[src/rtl/lbchk_counters.sv]
module lbchk_counters #(
  parameter longint unsigned BIT_TARGET = 64'd30_000_000_000,
  parameter int BITW      = 35,
  parameter int ERRW      = 16,
  parameter int ERR_LIMIT = 1
) (
  input  logic            clk,
  input  logic            rst,
  input  logic            start,
  input  logic            cmp_v,
  input  logic            locked,
  input  logic [3:0]      miss_bits,
  output logic [BITW-1:0] bit_cnt,
  output logic [ERRW-1:0] err_cnt,
  output logic            done,
  output logic            pass
);
  localparam logic [BITW:0]   TGT_EXT = {1'b0, BIT_TARGET[BITW-1:0]};
  localparam logic [ERRW-1:0] ERR_MAX = '1;
  localparam logic [ERRW-1:0] LIMIT   = ERRW'(ERR_LIMIT);

  logic            running;
  logic [BITW:0]   bit_nx;
  logic [ERRW:0]   err_sum;
  logic [ERRW-1:0] err_nx;
  logic            count_en;

  assign count_en = running && cmp_v && locked;
  assign bit_nx   = {1'b0, bit_cnt} + (BITW+1)'(8);
  assign err_sum  = {1'b0, err_cnt} + (ERRW+1)'(miss_bits);
  assign err_nx   = err_sum[ERRW] ? ERR_MAX : err_sum[ERRW-1:0];

  always_ff @(posedge clk) begin
    if (rst) begin
      bit_cnt <= '0;
      err_cnt <= '0;
      running <= 1'b0;
      done    <= 1'b0;
      pass    <= 1'b0;
    end else begin
      done <= 1'b0;
      if (start) begin
        bit_cnt <= '0;
        err_cnt <= '0;
        pass    <= 1'b0;
        running <= 1'b1;
      end else if (count_en) begin
        bit_cnt <= bit_nx[BITW-1:0];
        err_cnt <= err_nx;
        if (bit_nx >= TGT_EXT) begin
          done    <= 1'b1;
          pass    <= (err_nx <= LIMIT);
          running <= 1'b0;
        end
      end
    end
  end


  err_mono_chk: assert property (@(posedge clk) disable iff (rst)
    !start |=> err_cnt >= $past(err_cnt));

  bit_step_chk: assert property (@(posedge clk) disable iff (rst)
    !start |=> (bit_cnt == $past(bit_cnt) || bit_cnt == $past(bit_cnt) + BITW'(8)));

  idle_hold_chk: assert property (@(posedge clk) disable iff (rst)
    (!start && !count_en) |=> ($stable(bit_cnt) && $stable(err_cnt)));

  bit_cap_chk: assert property (@(posedge clk) disable iff (rst)
    {1'b0, bit_cnt} <= TGT_EXT);

  done_end_chk: assert property (@(posedge clk) disable iff (rst)
    done |-> ({1'b0, bit_cnt} == TGT_EXT && !running));
endmodule

[config.mk]
export PLATFORM = sky130hd
export DESIGN_NAME = lbchk_counters
export DESIGN_NICKNAME = d
export VERILOG_FILES = /design/src/rtl/lbchk_counters.sv
export SDC_FILE = /design/constraint.sdc
export NUM_CORES = 1
export LEC_CHECK = 0
export CORE_MARGIN = 2
export CORE_UTILIZATION = 32
export DETAILED_ROUTE_END_ITERATION = 10
export DONT_BUFFER_PORTS = 1
export PLACE_DENSITY_LB_ADDON = 0.2
export RECOVER_POWER = 50
export SETUP_SLACK_MARGIN = 0.02
export SYNTH_ARGS = -nofsm -noshare
export SYNTH_HDL_FRONTEND = slang
export SYNTH_SLANG_ARGS = --single-unit
export TNS_END_PERCENT = 30
[constraint.sdc]
create_clock -name clk -period 2.9 [get_ports clk]
set_input_delay 0 -clock clk [delete_from_list [all_inputs] [get_ports clk]]
set_output_delay 0 -clock clk [all_outputs]
set_load 0.02 [all_outputs]
=== After elaboration in Yosys (flattened, before gate mapping) ===
Index checks and enable logic that the tools add are counted.

* Multiplexer cells: 5
* Eq/ne operators: 0
* Bitwise operators: 1
* Reduce and logical (&&, ||, !) cells: 8
* Divide/modulo/power cells: 0
* Shift operators: 0
* Order comparisons: 2
* Add/sub/neg operators: 2
* Multipliers: 0

{| class="wikitable"
|+ Operators with widths
! operator !! number
|-
| adder 35 x 4 -> 36 bit (second input constant) || 1
|-
| greater-or-equal comparator 36 x 35 -> 1 bit (second input constant) || 1
|-
| adder 16 x 4 -> 17 bit || 1
|-
| less-or-equal comparator 16 x 1 -> 1 bit (second input constant) || 1
|-
| 2-to-1 mux 16 bit || 1
|-
| 2-to-1 mux 1 bit || 4
|-
| AND reduction 2 bit || 2
|-
| nonzero test 2 bit || 2
|-
| OR reduction 3 bit || 1
|-
| logical AND 1 bit || 2
|-
| OR reduction 2 bit || 1
|-
| NOT 1 bit || 1
|}

* Memories: 0
* Bits of input ports: 9
* Word-level logic and storage cells: 23
* Latch bits: 0
* Register bits: 54
* Memory bits (read-only): 0
* Output and inout port bits: 53
* Memory bits (writable): 0

=== Logic depth before layout (Yosys ltp) ===
* Word-level depth: 5
* Depth in mapped cells: 11
* Depth with buffers taken out: 11

=== Worst setup path before layout ===
OpenSTA, ideal clock, no wires.

* Path kind: flip-flop to flip-flop
* Start: register bit_cnt[3]
* End: register running
* Period minus slack after synthesis: 2.639 ns
* Path buffers: 0
* Required time: 2.834 ns
* Cell stages (with the launch flop): 11
* Data arrival time: 2.573 ns
* Path slack: 0.261 ns
* Setup time: 0.066 ns
* Cell sequence: dfxtp_1 > ha_1 > nand3_2 > or4_4 > o31a_1 > a32o_2 > a31oi_4 > o311ai_1 > a21oi_2 > o21ai_2 > a21oi_2

* Word-level cells in the longest chain between the ends: 4

{| class="wikitable"
|+ RTL lines
! what !! RTL line !! source
|-
| start: declaration || 13 || <nowiki>output logic [BITW-1:0] bit_cnt,</nowiki>
|-
| start signal: assignment || 48 || <nowiki>bit_cnt <= bit_nx[BITW-1:0];</nowiki>
|-
| adder 35 x 4 -> 36 bit || 29 || <nowiki>assign bit_nx = {1'b0, bit_cnt} + (BITW+1)'(8);</nowiki>
|-
| greater-or-equal comparator 36 x 35 -> 1 bit || 50 || <nowiki>if (bit_nx >= TGT_EXT) begin</nowiki>
|-
| nonzero test 2 bit (no line) || -- ||
|-
| AND reduction 2 bit (no line) || -- ||
|-
| end signal: assignment || 37 || <nowiki>running <= 1'b0;</nowiki>
|-
| end signal: assignment || 46 || <nowiki>running <= 1'b1;</nowiki>
|-
| end signal: assignment || 53 || <nowiki>running <= 1'b0;</nowiki>
|-
| end: declaration || 22 || <nowiki>logic running;</nowiki>
|}

No other way between the ends.
A chain may end at the register's enable or synchronous reset.

=== Worst setup path after layout ===
* Start: register bit_cnt[8]
* End: register pass

* Word-level cells in the longest chain between the ends: 3

{| class="wikitable"
|+ RTL lines
! what !! RTL line !! source
|-
| adder 35 x 4 -> 36 bit || 29 ||
|-
| greater-or-equal comparator 36 x 35 -> 1 bit || 50 ||
|-
| AND reduction 2 bit (no line) || -- ||
|-
| end signal: assignment || 52 || <nowiki>pass <= (err_nx <= LIMIT);</nowiki>
|-
| end: declaration || 16 || <nowiki>output logic pass</nowiki>
|}

No other way between the ends.

==> qor.csv <==
metric,value,unit
antenna-violating nets left,0,
layout cells sized above 1,9.09,%
crit path capture type,flip-flop,
Std-Cell Rows,35,
Routed WL,8.20,mm
ys async rst share,0,%
Setup WS pre-CTS,0.331,ns
Total GRT Usage,16.4,%
area of the core,9240,um2
kind of critical path,flip-flop to flip-flop,
TNS Setup,0,ns
CP startpoint kind,flip-flop,
register share of total power,57.9,%
area grow syn2layout,12.5,%
Post-Syn Area,3060,um2
pwr/cell area,355,nW/um2
synthesized instance count,384,
drc violations,0,
VDD IR-drop max,0.000180,V
Synth Register Bits,51,
Area contributors post-synth,"dfxtp_1 (33%), nor2_1 (6.9%), xor2_1 (6.3%)",
top cell type's share of synthesized area,33.4,%
I/O Buffers,0,
Worst path top cell family by delay,compound AO/OA/AOI/OAI gates,
Hold WS,0.0778,ns
Met1 Routed Length,3.96,mm
CP required,3.13,ns
top-count cell post-synth,nor2_1,
WL met3,589,um
outcome,completed,
WHS Path Cells,3,
"area leader, netlist",dfxtp_1,
"Seq/Total Area, Yosys",33.4,%
antenna cells,0,
setup repair bufs after CTS,0,
die outline height,102,um
Int Pwr,0.935,mW
Post-synth EDFFs,0,
worst path bufs/invs,0,
drt first pass iters,4,
Hold Crit Class,input port to flip-flop,
H-Tree Level Count,2,
actual slew at the worst max-slew pin,0.881,ns
Worst Path Arrival,2.84,ns
slowest CP cell,or4_4,
synth cell count leaders,"nor2_1 (56), dfxtp_1 (51), nand3_1 (27)",
Clk pwr share,38.3,%
Final Max Tran Viols,0,
critical path's largest stage delay,0.56,ns
switching power,0.284,mW
Nets,422,
max_slew headroom,41.3,%
vias post-DR,2839,
RR Endpoint,pass,
first-pass GRT wire length,13.7,mm
Yosys cell types,58,
Die Wd,102,um
Leakage,1.13,nW
RSZ-0062 raised after global routing,false,
Post-synth top flop,dfxtp_1,
final hold violations,0,
root buffer cell,clkbuf_8,
final clock skew,0.00652,ns
initial antenna violation count,0,
CP cell instances,"nand4_2, or4_4, o31a_1, a32o_2, a31oi_4, o311ai_1, a21oi_2, o211ai_1, o21ai_0",
DIE AREA,10300,um2
largest net degree at the start of global routing,45,
Max Used Layer,met4,
Clock Pin Slew Worst Setup and Hold Paths,0.10,ns
initial core utilization,33.1,%
Comb power frac,3.9,%
DR WL/cell,15.3,um
RD Place Congestion,0.848,
part of the cycle the worst path needs,89.8,%
vias in the first global route,2725,
Max Cap Viol,0,
Reg2Reg Depth,9,
CTS tree,yes,
maximum buffer depth of the clock tree,2,
fillcell total,991,
Syn Area/Cell,7.96,um2
area of the multi-input gates,1920,um2
post-DR vias/cell,5.30,
FMAX,384,MHz
total CTS buffers,5,
Min-Delay Endpoint,err_cnt[1],
clk_lat worst skew,0.31,ns
worst hold path startpoint,miss_bits[1],
RR Startpoint,bit_cnt[8],
Final setup viols,0,
switching portion of total power,23.3,%
DP HPWL,5.97,mm
yosys warns,0,
Reg area,1020,um2
flop2flop setup slack,0.30,ns
Clock Sinks,51,
Overflow after GRT,0,
Ports,62,
DR iter-0 viols,200,
CP max FO,7,
Final WS setup,0.297,ns
met2 WL,3.55,mm
Tmin final,2.60,ns
## layer usage
layer	GRT usage (%)	vias up
met5	0	-
met4	4.37	0
met3	4.97	8
met2	24.8	66
met1	22.7	1339
li1	-	1426
## layout make-up
type	instances	share of cell area, %
tap	129	4.70
sequential	51	29.7
timing repair buffer	38	6.12
multi-input combinational	304	55.9
clock buffer	8	2.91
inverter	6	0.655
## stage by stage
| stage | util (%) | cell area [um2] | power (mW) | instances |
|---|---|---|---|---|
| after floorplan | - | 3060 | 0.757 | 386 |
| after global placement | 36.5 | 3370 | 0.766 | 525 |
| after detailed placement | 36.5 | 3370 | 0.766 | 525 |
| after CTS | 37.9 | 3500 | 1.24 | 536 |
| after global routing | 37.2 | 3440 | 1.27 | 536 |
| final | 37.2 | 3440 | 1.22 | 536 |
## state kept, by name, summed over array words and instances (netlist names)
register / count
done: 1
err_cnt: 16
bit_cnt: 32
running: 1
pass: 1
## placed cells by master (no fill, tap or decap), types with 7 or more instances in the layout
master | Yosys | final
buf_4 | 3 | 13
nor3_1 | 16 | 16
clkbuf_8 | 0 | 7
nor2_1 | 56 | 56
xor2_1 | 22 | 22
clkbuf_1 | 16 | 23
nand4_1 | 13 | 13
xnor2_1 | 19 | 19
a21oi_1 | 17 | 17
nand2_1 | 24 | 24
nand3_1 | 27 | 27
and3_1 | 8 | 8
dfxtp_1 | 51 | 51
o21ai_0 | 13 | 13
## worst reg2reg max path: stages (launching register included)
cell	delay (ns)
dfxtp_1	0.46
nand4_2	0.24
or4_4	0.56
o31a_1	0.25
a32o_2	0.29
a31oi_4	0.16
o311ai_1	0.12
a21oi_2	0.25
o211ai_1	0.11
o21ai_0	0.10
## worst max path at each step
stage                    start  endpoint  cells past startpoint
global placement    bit_cnt[8]      pass                      9
detailed placement  bit_cnt[4]      pass                     10
global route        bit_cnt[4]      pass                     10
floorplan           bit_cnt[3]   running                     10
CTS                 bit_cnt[4]      pass                     10
finish              bit_cnt[8]      pass                      9
## power groups by stage
stage	combinational [mW]	sequential [mW]	clock (mW)
global placement	0.0440	0.722	0
finish	0.0471	0.706	0.466
detailed placement	0.0441	0.722	0
global route	0.0535	0.706	0.509
CTS	0.0482	0.706	0.484
floorplan	0.0351	0.722	0
## repair_timing
action,CTS,global route
endpoints found under the setup margin,0,1
hold endpoints to repair,7,0
gates resized for setup,0,2
hold buffers,3,0
## logic make-up after synthesis
family,after synthesis,share of synthesized area [%]
AO/OA/AOI/OAI,70,16.1
XOR/XNOR,41,11.8
adder cells (fa/ha/maj),7,3.11
buffers and inverters,31,4.42
flip-flops,51,33.4
multiplexers,5,1.68
other,1,0.123
AND/OR/NAND/NOR,178,29.4
Note: power is estimated with default switching activity, not from simulation.
